File: src/rtl/txs_pkg.sv
package txs_pkg;
  typedef enum logic [1:0] {
    PH_SYNC   = 2'd0,
    PH_STREAM = 2'd1,
    PH_BIDIR  = 2'd2
  } txs_phase_e;
endpackage

File: src/rtl/txs_edge_sync.sv
module txs_edge_sync #(
  parameter int STAGES = 2
) (
  input  logic clk,
  input  logic rst_n,
  input  logic line_i,
  output logic level_o,
  output logic rise_o,
  output logic fall_o
);
  // pipe[STAGES-1] is the synchronised level, pipe[STAGES] its previous sample
  logic [STAGES:0] pipe;

  always_ff @(posedge clk or negedge rst_n) begin
    if (!rst_n) pipe <= '0;
    else        pipe <= {pipe[STAGES-1:0], line_i};
  end

  assign level_o = pipe[STAGES-1];
  assign rise_o  = pipe[STAGES-1] & ~pipe[STAGES];
  assign fall_o  = ~pipe[STAGES-1] & pipe[STAGES];
endmodule

File: src/rtl/txs_sequencer.sv
module txs_sequencer
  import txs_pkg::*;
#(
  parameter int ADDR_W = 7,
  parameter int BITS   = 8,
  parameter int PRE_N  = 9
) (
  input  logic              clk,
  input  logic              rst_n,
  input  logic              tx_rise_i,
  input  logic              bus_lvl_i,
  input  logic              bus_fall_i,
  output txs_phase_e        phase_o,
  output logic              load_o,
  output logic              data_step_o,
  output logic              filler_o,
  output logic              rd_en_o,
  output logic [ADDR_W-1:0] rd_addr_o
);
  localparam int PRE_W = $clog2(PRE_N + 1);
  localparam int IDX_W = $clog2(BITS + 1);
  localparam logic [PRE_W-1:0] PRE_LAST = PRE_W'(PRE_N - 1);
  localparam logic [IDX_W-1:0] IDX_LAST = IDX_W'(BITS);

  txs_phase_e        phase;
  logic [PRE_W-1:0]  pre_cnt;
  logic [IDX_W-1:0]  bit_idx;
  logic [ADDR_W-1:0] next_addr;
  logic              act;
  logic              streaming;

  assign act       = tx_rise_i && bus_lvl_i && !bus_fall_i;
  assign streaming = (phase == PH_STREAM);

  assign load_o      = act && streaming && (bit_idx == '0);
  assign data_step_o = act && streaming && (bit_idx != IDX_LAST);
  assign filler_o    = act && streaming && (bit_idx == IDX_LAST);
  assign phase_o     = phase;

  always_ff @(posedge clk or negedge rst_n) begin
    if (!rst_n) begin
      phase     <= PH_SYNC;
      pre_cnt   <= '0;
      bit_idx   <= '0;
      next_addr <= '0;
      rd_en_o   <= 1'b0;
      rd_addr_o <= '0;
    end else begin
      rd_en_o <= 1'b0;
      if (bus_fall_i) begin
        phase <= PH_BIDIR;
      end else if (act) begin
        case (phase)
          PH_SYNC: begin
            if (pre_cnt == PRE_LAST) begin
              phase     <= PH_STREAM;
              bit_idx   <= '0;
              rd_en_o   <= 1'b1;
              rd_addr_o <= next_addr;
              next_addr <= next_addr + 1'b1;
            end else begin
              pre_cnt <= pre_cnt + 1'b1;
            end
          end
          PH_STREAM: begin
            bit_idx <= (bit_idx == IDX_LAST) ? '0 : bit_idx + 1'b1;
            if (bit_idx == '0) begin
              // prefetch the byte for the following frame
              rd_en_o   <= 1'b1;
              rd_addr_o <= next_addr;
              next_addr <= next_addr + 1'b1;
            end
          end
          default: ;
        endcase
      end
    end
  end
endmodule

File: src/rtl/txs_serializer.sv
module txs_serializer #(
  parameter int BITS = 8
) (
  input  logic            clk,
  input  logic            rst_n,
  input  logic            rd_en_i,
  input  logic [BITS-1:0] rd_data_i,
  input  logic            load_i,
  input  logic            data_step_i,
  input  logic            filler_i,
  input  logic            release_i,
  output logic            sd_o,
  output logic            sd_oe_o
);
  logic            rd_pend;
  logic [BITS-1:0] hold;
  logic [BITS-1:0] shreg;

  always_ff @(posedge clk or negedge rst_n) begin
    if (!rst_n) begin
      rd_pend <= 1'b0;
      hold    <= '0;
      shreg   <= '0;
      sd_o    <= 1'b1;
      sd_oe_o <= 1'b0;
    end else begin
      rd_pend <= rd_en_i;
      if (rd_pend) hold <= rd_data_i;
      if (release_i) begin
        sd_oe_o <= 1'b0;
      end else if (load_i) begin
        sd_o    <= hold[BITS-1];
        shreg   <= {hold[BITS-2:0], 1'b0};
        sd_oe_o <= 1'b1;
      end else if (data_step_i) begin
        sd_o    <= shreg[BITS-1];
        shreg   <= {shreg[BITS-2:0], 1'b0};
        sd_oe_o <= 1'b1;
      end else if (filler_i) begin
        sd_o    <= 1'b1;
        sd_oe_o <= 1'b1;
      end
    end
  end
endmodule

File: src/rtl/txo_byte_streamer.sv
module txo_byte_streamer
  import txs_pkg::*;
#(
  parameter int ADDR_W      = 7,
  parameter int BITS        = 8,
  parameter int PRE_N       = 9,
  parameter int SYNC_STAGES = 2
) (
  input  logic              clk,
  input  logic              rst_n,
  input  logic              tx_clk_i,
  input  logic              bus_clk_i,
  output logic              sd_o,
  output logic              sd_oe_o,
  output logic              bidir_o,
  output logic              rd_en_o,
  output logic [ADDR_W-1:0] rd_addr_o,
  input  logic [BITS-1:0]   rd_data_i
);
  logic       tx_lvl, tx_rise, tx_fall;
  logic       bus_lvl, bus_rise, scl_fall;
  logic       load, data_step, filler;
  txs_phase_e phase;

  txs_edge_sync #(.STAGES(SYNC_STAGES)) u_tx_sync (
    .clk(clk), .rst_n(rst_n), .line_i(tx_clk_i),
    .level_o(tx_lvl), .rise_o(tx_rise), .fall_o(tx_fall)
  );

  txs_edge_sync #(.STAGES(SYNC_STAGES)) u_bus_sync (
    .clk(clk), .rst_n(rst_n), .line_i(bus_clk_i),
    .level_o(bus_lvl), .rise_o(bus_rise), .fall_o(scl_fall)
  );

  txs_sequencer #(.ADDR_W(ADDR_W), .BITS(BITS), .PRE_N(PRE_N)) u_seq (
    .clk(clk), .rst_n(rst_n),
    .tx_rise_i(tx_rise), .bus_lvl_i(bus_lvl), .bus_fall_i(scl_fall),
    .phase_o(phase), .load_o(load), .data_step_o(data_step), .filler_o(filler),
    .rd_en_o(rd_en_o), .rd_addr_o(rd_addr_o)
  );

  txs_serializer #(.BITS(BITS)) u_ser (
    .clk(clk), .rst_n(rst_n),
    .rd_en_i(rd_en_o), .rd_data_i(rd_data_i),
    .load_i(load), .data_step_i(data_step), .filler_i(filler),
    .release_i(scl_fall),
    .sd_o(sd_o), .sd_oe_o(sd_oe_o)
  );

  assign bidir_o = (phase == PH_BIDIR);

  // edge pulses not consumed inside this block
  logic unused_edges;
  assign unused_edges = tx_lvl ^ tx_fall ^ bus_rise;
endmodule

File: config.mk
export PLATFORM = sky130hd
export DESIGN_NAME = txo_byte_streamer
export DESIGN_NICKNAME = d
export VERILOG_FILES = /design/src/rtl/txs_pkg.sv /design/src/rtl/txs_edge_sync.sv /design/src/rtl/txs_sequencer.sv /design/src/rtl/txs_serializer.sv /design/src/rtl/txo_byte_streamer.sv
export SDC_FILE = /design/constraint.sdc
export NUM_CORES = 1
export LEC_CHECK = 0
export ABC_AREA = 1
export BUFFER_PORTS_ARGS = -buffer_cell sky130_fd_sc_hd__buf_2
export CORE_MARGIN = 2
export CORE_UTILIZATION = 60
export CTS_CLUSTER_SIZE = 12
export DETAILED_ROUTE_END_ITERATION = 12
export PLACE_DENSITY = 0.81
export SLEW_MARGIN = 30
export SYNTH_ARGS = -nofsm -noshare
export SYNTH_HDL_FRONTEND = slang
export SYNTH_SLANG_ARGS = --single-unit
File: constraint.sdc
create_clock -name clk -period 3.6 [get_ports clk]
set_clock_uncertainty 0.2 [all_clocks]
set_input_delay 0.54 -clock clk [delete_from_list [all_inputs] [get_ports clk]]
set_output_delay 0.54 -clock clk [all_outputs]
set_load 0.01 [all_outputs]
### Word level (Yosys, flattened, before mapping)

Index checks and enable logic that the tools add are counted.

| storage, ports and cells | value |
|---|---|
| word-level logic and storage cells | 77 |
| output and inout port bits | 11 |
| memory bits (read-only) | 0 |
| memory bits (writable) | 0 |
| memories | 0 |
| register bits after elaboration | 50 |
| bits in latches | 0 |

| cells by class | value |
|---|---|
| equal/unequal tests | 7 |
| multipliers | 0 |
| div/mod/pow operators | 0 |
| magnitude comparators | 0 |
| add/sub/neg operators | 3 |
| shift-type cells | 0 |
| muxes and demuxes | 26 |
| bitwise logic cells | 6 |
| reduce and logical (&&, ||, !) cells | 22 |

Operator list:

| operator | count |
|---|---|
| 7-bit two-way mux | 4 |
| 7-bit case mux with 2 select lines | 2 |
| 8-bit two-way mux | 2 |
| 1-bit two-way mux | 10 |
| 2-bit nonzero test | 5 |
| 4-bit by 1-bit adder with 4-bit output (second input constant) | 2 |
| 4-bit == test (second input constant) | 2 |
| 2-bit two-way mux | 4 |
| 4-bit two-way mux | 2 |
| 4-bit case mux with 2 select lines | 1 |
| 4-bit AND reduction | 2 |
| 7-bit by 1-bit adder with 7-bit output (second input constant) | 1 |
| 1-bit logical AND | 6 |
| 5-bit AND reduction | 1 |
| 4-bit zero test | 1 |
| 4-bit != test (second input constant) | 1 |
| 1-bit inverter | 4 |
| 2-bit AND reduction | 2 |
| 4-bit nonzero test | 1 |
| 3-bit AND reduction | 1 |
| 3-bit nonzero test | 1 |
| 1-bit AND | 2 |
| 2-bit by 1-bit == test with 1-bit output (second input constant) | 1 |
| 2-bit == test (second input constant) | 1 |
| other kinds (5) | 5 |

### Depth between registers and ports, before layout

| logic depth | value |
|---|---|
| depth after elaboration | 10 |
| gate-level depth with buffers | 9 |
| mapped depth without buffers | 8 |

### Modules after synthesis

From an unflattened synthesis, not the netlist that was laid out.

| unflattened totals | value |
|---|---|
| cell total of the unflattened synthesis | 277 |
| area, all modules | 2393.5 um2 |

Modules (own cells, without submodules):

| module | area an instance (um2) | cells each | instances | sequential area each (um2) |
|---|---|---|---|---|
| txs_sequencer | 1400.1 | 182 | 1 | 625.6 |
| txs_serializer | 803.3 | 79 | 1 | 451.7 |
| txs_edge_sync | 90.1 | 7 | 2 | 75.1 |
| txo_byte_streamer | 10.0 | 2 | 1 | 0.0 |

### Worst setup path before layout

OpenSTA, ideal clock, no wires.

| path | value |
|---|---|
| path kind | reg2reg |
| from | register u_seq.pre_cnt[0] |
| to | register u_seq.next_addr[2] |
| cell stages (with the launch flop) | 9 |
| slack | 2.031 ns |
| arrival time | 1.252 ns |
| path buffers | 1 |
| required time | 3.283 ns |
| cell sequence | dfrtp_1 -> inv_1 -> ha_1 -> nand2_1 -> nor2_1 -> nand3_4 -> buf_2 -> nand3_1 -> nand2_1 |

| between the ends | value |
|---|---|
| longest elaborated chain between the ends | 3 |

Ends and longest elaborated chain:

| element | line | source |
|---|---|---|
| from (decl) | txs_sequencer.sv:26 | `logic [PRE_W-1:0] pre_cnt;` |
| from (signal assigned) | txs_sequencer.sv:62 | `pre_cnt <= pre_cnt + 1'b1;` |
| 4-bit == test | txs_sequencer.sv:55 | `if (pre_cnt == PRE_LAST) begin` |
| 2-bit by 1-bit != test with 1-bit output (no source line) | - |  |
| 5-bit AND reduction (no source line) | - |  |
| to (signal assigned) | txs_sequencer.sv:60 | `next_addr <= next_addr + 1'b1;` |
| to (signal assigned) | txs_sequencer.sv:71 | `next_addr <= next_addr + 1'b1;` |
| to (decl) | txs_sequencer.sv:28 | `logic [ADDR_W-1:0] next_addr;` |

No other way between the ends.
A chain may end at the register's enable or synchronous reset.

### Final worst setup path

| path | value |
|---|---|
| from | register u_seq.bit_idx[0] |
| to | register u_seq.next_addr[4] |

| between the ends | value |
|---|---|
| longest elaborated chain between the ends | 3 |

Ends and longest elaborated chain:

| element | line | source |
|---|---|---|
| from (decl) | txs_sequencer.sv:27 | `logic [IDX_W-1:0] bit_idx;` |
| from (signal assigned) | txs_sequencer.sv:66 | `bit_idx <= (bit_idx == IDX_LAST) ? '0 : bit_idx + 1'b1;` |
| 4-bit zero test | txs_sequencer.sv:67 | `if (bit_idx == '0) begin` |
| 2-bit != test (no source line) | - |  |
| 5-bit AND reduction (no source line) | - |  |

No other way between the ends.

==> metrics.txt <==
# TYPE chip_impl_metric gauge
chip_impl_metric{name="area_growth_syn_to_layout",unit="%"} 9.34
chip_impl_metric{name="wirelength",unit="mm"} 3.73
chip_impl_metric{name="num_antenna_cells",unit=""} 0
chip_impl_metric{name="ff_latch_area",unit="um^2"} 1230
chip_impl_metric{name="max_clock_freq",unit="MHz"} 538
chip_impl_metric{name="holdBufCountCts",unit=""} 0
chip_impl_metric{name="dp_hpwl",unit="mm"} 2.66
chip_impl_info{name="cts.root.buffer_cell",value="sky130_fd_sc_hd__clkbuf_8"} 1
chip_impl_info{name="startpoint",value="u_seq.bit_idx[0]"} 1
chip_impl_metric{name="synthCells",unit=""} 255
chip_impl_metric{name="floorplan.initialDensity",unit="%"} 62.2
chip_impl_info{name="min-delay-path-class",value="in -> async"} 1
chip_impl_metric{name="worst_path_largest_cell_delay",unit="ns"} 0.42
chip_impl_metric{name="multi_input_area",unit="um^2"} 888
chip_impl_info{name="timing.critical_path.from_type",value="register"} 1
chip_impl_metric{name="wire_length_on_met2",unit="mm"} 1.78
chip_impl_info{name="synth_flop_cell",value="sky130_fd_sc_hd__dfrtp_1"} 1
chip_impl_info{name="outcome",value="finished clean"} 1
chip_impl_metric{name="synthArstFlopShare",unit="%"} 100
chip_impl_metric{name="placementRows",unit=""} 22
chip_impl_metric{name="final_gp_congestion",unit=""} 0.816
chip_impl_metric{name="crit_arrival",unit="ns"} 1.84
chip_impl_info{name="worst_setup_path_end_kind",value="register"} 1
chip_impl_metric{name="initial_drt_pass_iterations",unit=""} 4
chip_impl_metric{name="yosys_warnings",unit=""} 0
chip_impl_metric{name="synth-edff-count",unit=""} 0
chip_impl_metric{name="cts_max_path_buffers",unit=""} 2
chip_impl_metric{name="antenna_found_initial",unit=""} 0
chip_impl_metric{name="power.ir.vdd_worst",unit="mV"} 0.258
chip_impl_metric{name="grt_pass1_vias",unit=""} 1501
chip_impl_metric{name="dieWidth",unit="um"} 65.6
chip_impl_metric{name="grtUsageTotal",unit="%"} 20.3
chip_impl_metric{name="pin_count_of_the_biggest_net_entering_global_routing",unit=""} 50
chip_impl_metric{name="drt.antenna.violating_nets",unit=""} 0
chip_impl_metric{name="post_layout_nonfiller_instances",unit=""} 327
chip_impl_metric{name="drt-met1-wl",unit="mm"} 1.74
chip_impl_metric{name="mappedNetlistArea",unit="um^2"} 2280
chip_impl_metric{name="cts-htree-levels",unit=""} 2
chip_impl_metric{name="fin_crit",unit="ns"} 1.86
chip_impl_metric{name="r2r_slack",unit="ns"} 1.74
chip_impl_metric{name="met3RoutedLength",unit="um"} 158
chip_impl_metric{name="design.die.area",unit="um^2"} 4310
chip_impl_metric{name="filler_cell_count",unit=""} 307
chip_impl_info{name="topRoutingLayerUsed",value="met4"} 1
chip_impl_metric{name="cts.repair_timing.setup_buffer_count",unit=""} 0
chip_impl_metric{name="post-place-cells",unit=""} 319
chip_impl_info{name="timing.setup.critical_path_class",value="reg -> reg"} 1
chip_impl_metric{name="finalSetupTns",unit="ns"} 0
chip_impl_metric{name="synth.avg_cell_area",unit="um^2"} 8.94
chip_impl_metric{name="leakage",unit="nW"} 1.36
chip_impl_metric{name="grt_first_pass_wirelength",unit="mm"} 6.57
chip_impl_metric{name="wire_per_inst",unit="um"} 11.4
chip_impl_metric{name="num-nets-final",unit=""} 295
chip_impl_metric{name="powerDensity",unit="nW/um^2"} 373
chip_impl_metric{name="numCtsBuffers",unit=""} 5
chip_impl_metric{name="crit_fanout",unit=""} 22
chip_impl_metric{name="io_pins",unit=""} 23
chip_impl_info{name="worstPathCellList",value="inv_1 -> ha_1 -> nand3_2 -> inv_1 -> nand2_4 -> nand2_4 -> nand2_1 -> o21ai_0"} 1
chip_impl_metric{name="timing_max_transition_violations_final",unit=""} 0
chip_impl_metric{name="die_h",unit="um"} 65.6
chip_impl_metric{name="numPortBuffers",unit=""} 22
chip_impl_metric{name="overflow",unit=""} 0
chip_impl_info{name="r2r_end",value="u_seq.next_addr[4]"} 1
chip_impl_metric{name="period_share",unit="%"} 51.6
chip_impl_metric{name="clk_transition_reported_paths",unit="ns"} 0.09
chip_impl_metric{name="clkLatencyLatePin",unit="ns"} 0.30
chip_impl_metric{name="slew_headroom",unit="%"} 61.6
chip_impl_metric{name="via_count",unit=""} 1645
chip_impl_metric{name="reg2reg_depth",unit=""} 8
chip_impl_metric{name="maxCapViolCount",unit=""} 0
chip_impl_info{name="rsz0062_at_grt",value="no"} 1
chip_impl_metric{name="setup_viol",unit=""} 0
chip_impl_info{name="cts_tree",value="built"} 1
chip_impl_metric{name="core_area",unit="um^2"} 3660
chip_impl_info{name="slowest_stage",value="sky130_fd_sc_hd__dfrtp_1"} 1
chip_impl_metric{name="detailedRoute.firstIterationViolations",unit=""} 84
chip_impl_metric{name="synth-seq-cells",unit=""} 49
chip_impl_metric{name="number_of_clock_sinks",unit=""} 49
chip_impl_metric{name="ratio_of_routed_vias_to_standard_cells",unit=""} 5.03
chip_impl_metric{name="yosysSeqAreaShare",unit="%"} 53.9
chip_impl_metric{name="layout-drive-gt1-share",unit="%"} 16.8
chip_impl_metric{name="post_synth_num_cell_types",unit=""} 25
chip_impl_info{name="worst_r2r_startpoint",value="u_seq.bit_idx[0]"} 1
chip_impl_metric{name="critical_path_required",unit="ns"} 3.58
chip_impl_metric{name="post_cts_resized",unit=""} 0
chip_impl_info{name="crit_path_end",value="u_seq.next_addr[4]"} 1
chip_impl_metric{name="detail_route.drc_violations",unit=""} 0
chip_impl_metric{name="synthesized_netlist_net_count",unit=""} 272
chip_impl_metric{name="worstMarginPinSlew",unit="ns"} 0.575
chip_impl_metric{name="timing_hold_violations_final",unit=""} 0
-- layer usage --
metal,vias up,track usage (%)
met4,0,7.03
li1,847,-
met1,763,25.6
met2,30,33.5
met3,5,5.65
met5,-,0
-- worst min-delay path by stage --
stage / depth (start not counted) / slack, ns / end
floorplan: 0 / 0.04 / u_bus_sync.pipe[0]
global placement: 0 / 0.13 / u_bus_sync.pipe[1]
detailed placement: 0 / 0.14 / u_tx_sync.pipe[1]
CTS: 1 / 0.05 / u_seq.bit_idx[2]
global route: 1 / 0.07 / u_seq.bit_idx[2]
finish: 1 / 0.03 / u_ser.hold[2]
-- sequential cells by signal, summed over array words and instances (netlist names) --
name             count
u_seq.rd_addr_o      7
u_seq.rd_en_o        1
u_seq.pre_cnt        4
u_seq.next_addr      7
u_ser.rd_pend        1
u_bus_sync.pipe      3
u_ser.hold           8
u_ser.sd_oe_o        1
u_ser.shreg          7
u_ser.sd_o           1
u_tx_sync.pipe       3
u_seq.phase_o        2
u_seq.bit_idx        4
-- Yosys cell counts, drive strengths merged, types with 3 or more instances --
cell type | instances | share of area [%]
a21oi | 3 | 0.66
buf | 5 | 2.0
mux2 | 7 | 3.5
nand3 | 27 | 7.1
dfrtp | 48 | 53
nand4 | 3 | 0.82
nor2 | 27 | 5.2
inv | 30 | 4.9
nand2 | 81 | 14
xor2 | 5 | 1.9
ha | 5 | 2.7
o21ai | 10 | 2.2
-- cells by family after synthesis --
| logic type | Yosys count | share of synthesized area (%) |
|---|---|---|
| multiplexers | 7 | 3.46 |
| adder cells (fa/ha/maj) | 5 | 2.75 |
| buffers and inverters | 36 | 7.14 |
| XOR/XNOR | 6 | 2.31 |
| AND/OR/NAND/NOR | 139 | 27.6 |
| AO/OA/AOI/OAI | 13 | 2.86 |
| flip-flops | 49 | 53.9 |
-- where the power goes --
part           switching (mW)  internal [mW]  total [mW]
combinational          0.0240         0.0151      0.0391
sequential            0.00794          0.560       0.568
clock                   0.166          0.157       0.323
-- cells in the final DEF (no fill, tap or decap) --
master                     Yosys  layout
sky130_fd_sc_hd__nor2_4        2       2
sky130_fd_sc_hd__dfstp_2       1       1
sky130_fd_sc_hd__o21ai_0       9       9
sky130_fd_sc_hd__clkbuf_8      0       6
sky130_fd_sc_hd__nand3_2       3       3
sky130_fd_sc_hd__clkbuf_1      1       2
sky130_fd_sc_hd__mux2_2        7       7
sky130_fd_sc_hd__xor2_1        5       5
sky130_fd_sc_hd__inv_1        30      30
sky130_fd_sc_hd__buf_4         1       1
sky130_fd_sc_hd__nand3_4       1       1
sky130_fd_sc_hd__buf_2         1      21
sky130_fd_sc_hd__ha_1          5       5
sky130_fd_sc_hd__o21ai_1       1       1
sky130_fd_sc_hd__dfrtp_1      48      48
sky130_fd_sc_hd__a21oi_1       3       3
sky130_fd_sc_hd__nand4_1       3       3
sky130_fd_sc_hd__nand2_1      77      77
sky130_fd_sc_hd__nand3_1      23      23
sky130_fd_sc_hd__nor2_1       24      24
sky130_fd_sc_hd__nand2_2       2       2
sky130_fd_sc_hd__xnor2_1       1       1
sky130_fd_sc_hd__nand2_4       2       2
sky130_fd_sc_hd__nor2_2        1       1
sky130_fd_sc_hd__nor3_1        1       1
-- critical path, delay by kind of cell (launching register included) --
family	cells	cell delay [ns]
AO/OA/AOI/OAI	1	0.09
adder cells (fa/ha/maj)	1	0.24
buffers and inverters	2	0.16
flip-flops	1	0.42
AND/OR/NAND/NOR	4	0.62
-- metrics by stage --
step | utilization (%) | power [mW] | worst slack (ns) | instance area, um^2 | hold slack (ns)
2_1_floorplan | - | 0.598 | 2.03 | 2280 | 0.0444
3_3_place_gp | 65.5 | 0.616 | 1.88 | 2400 | 0.132
3_5_place_dp | 65.6 | 0.620 | 1.82 | 2400 | 0.136
4_1_cts | 68.0 | 0.942 | 1.74 | 2490 | 0.0539
5_1_grt | 68.0 | 0.970 | 1.54 | 2490 | 0.0730
6_report | 68.0 | 0.930 | 1.74 | 2490 | 0.0281
-- final cells by class --
| type | instances | area share, % |
|---|---|---|
| tap | 48 | 2.41 |
| multi-input combinational | 170 | 35.7 |
| inverter | 30 | 4.52 |
| sequential | 49 | 49.3 |
| timing repair buffer | 22 | 4.52 |
| clock buffer | 8 | 3.62 |
(Power assumes the default switching activity.)
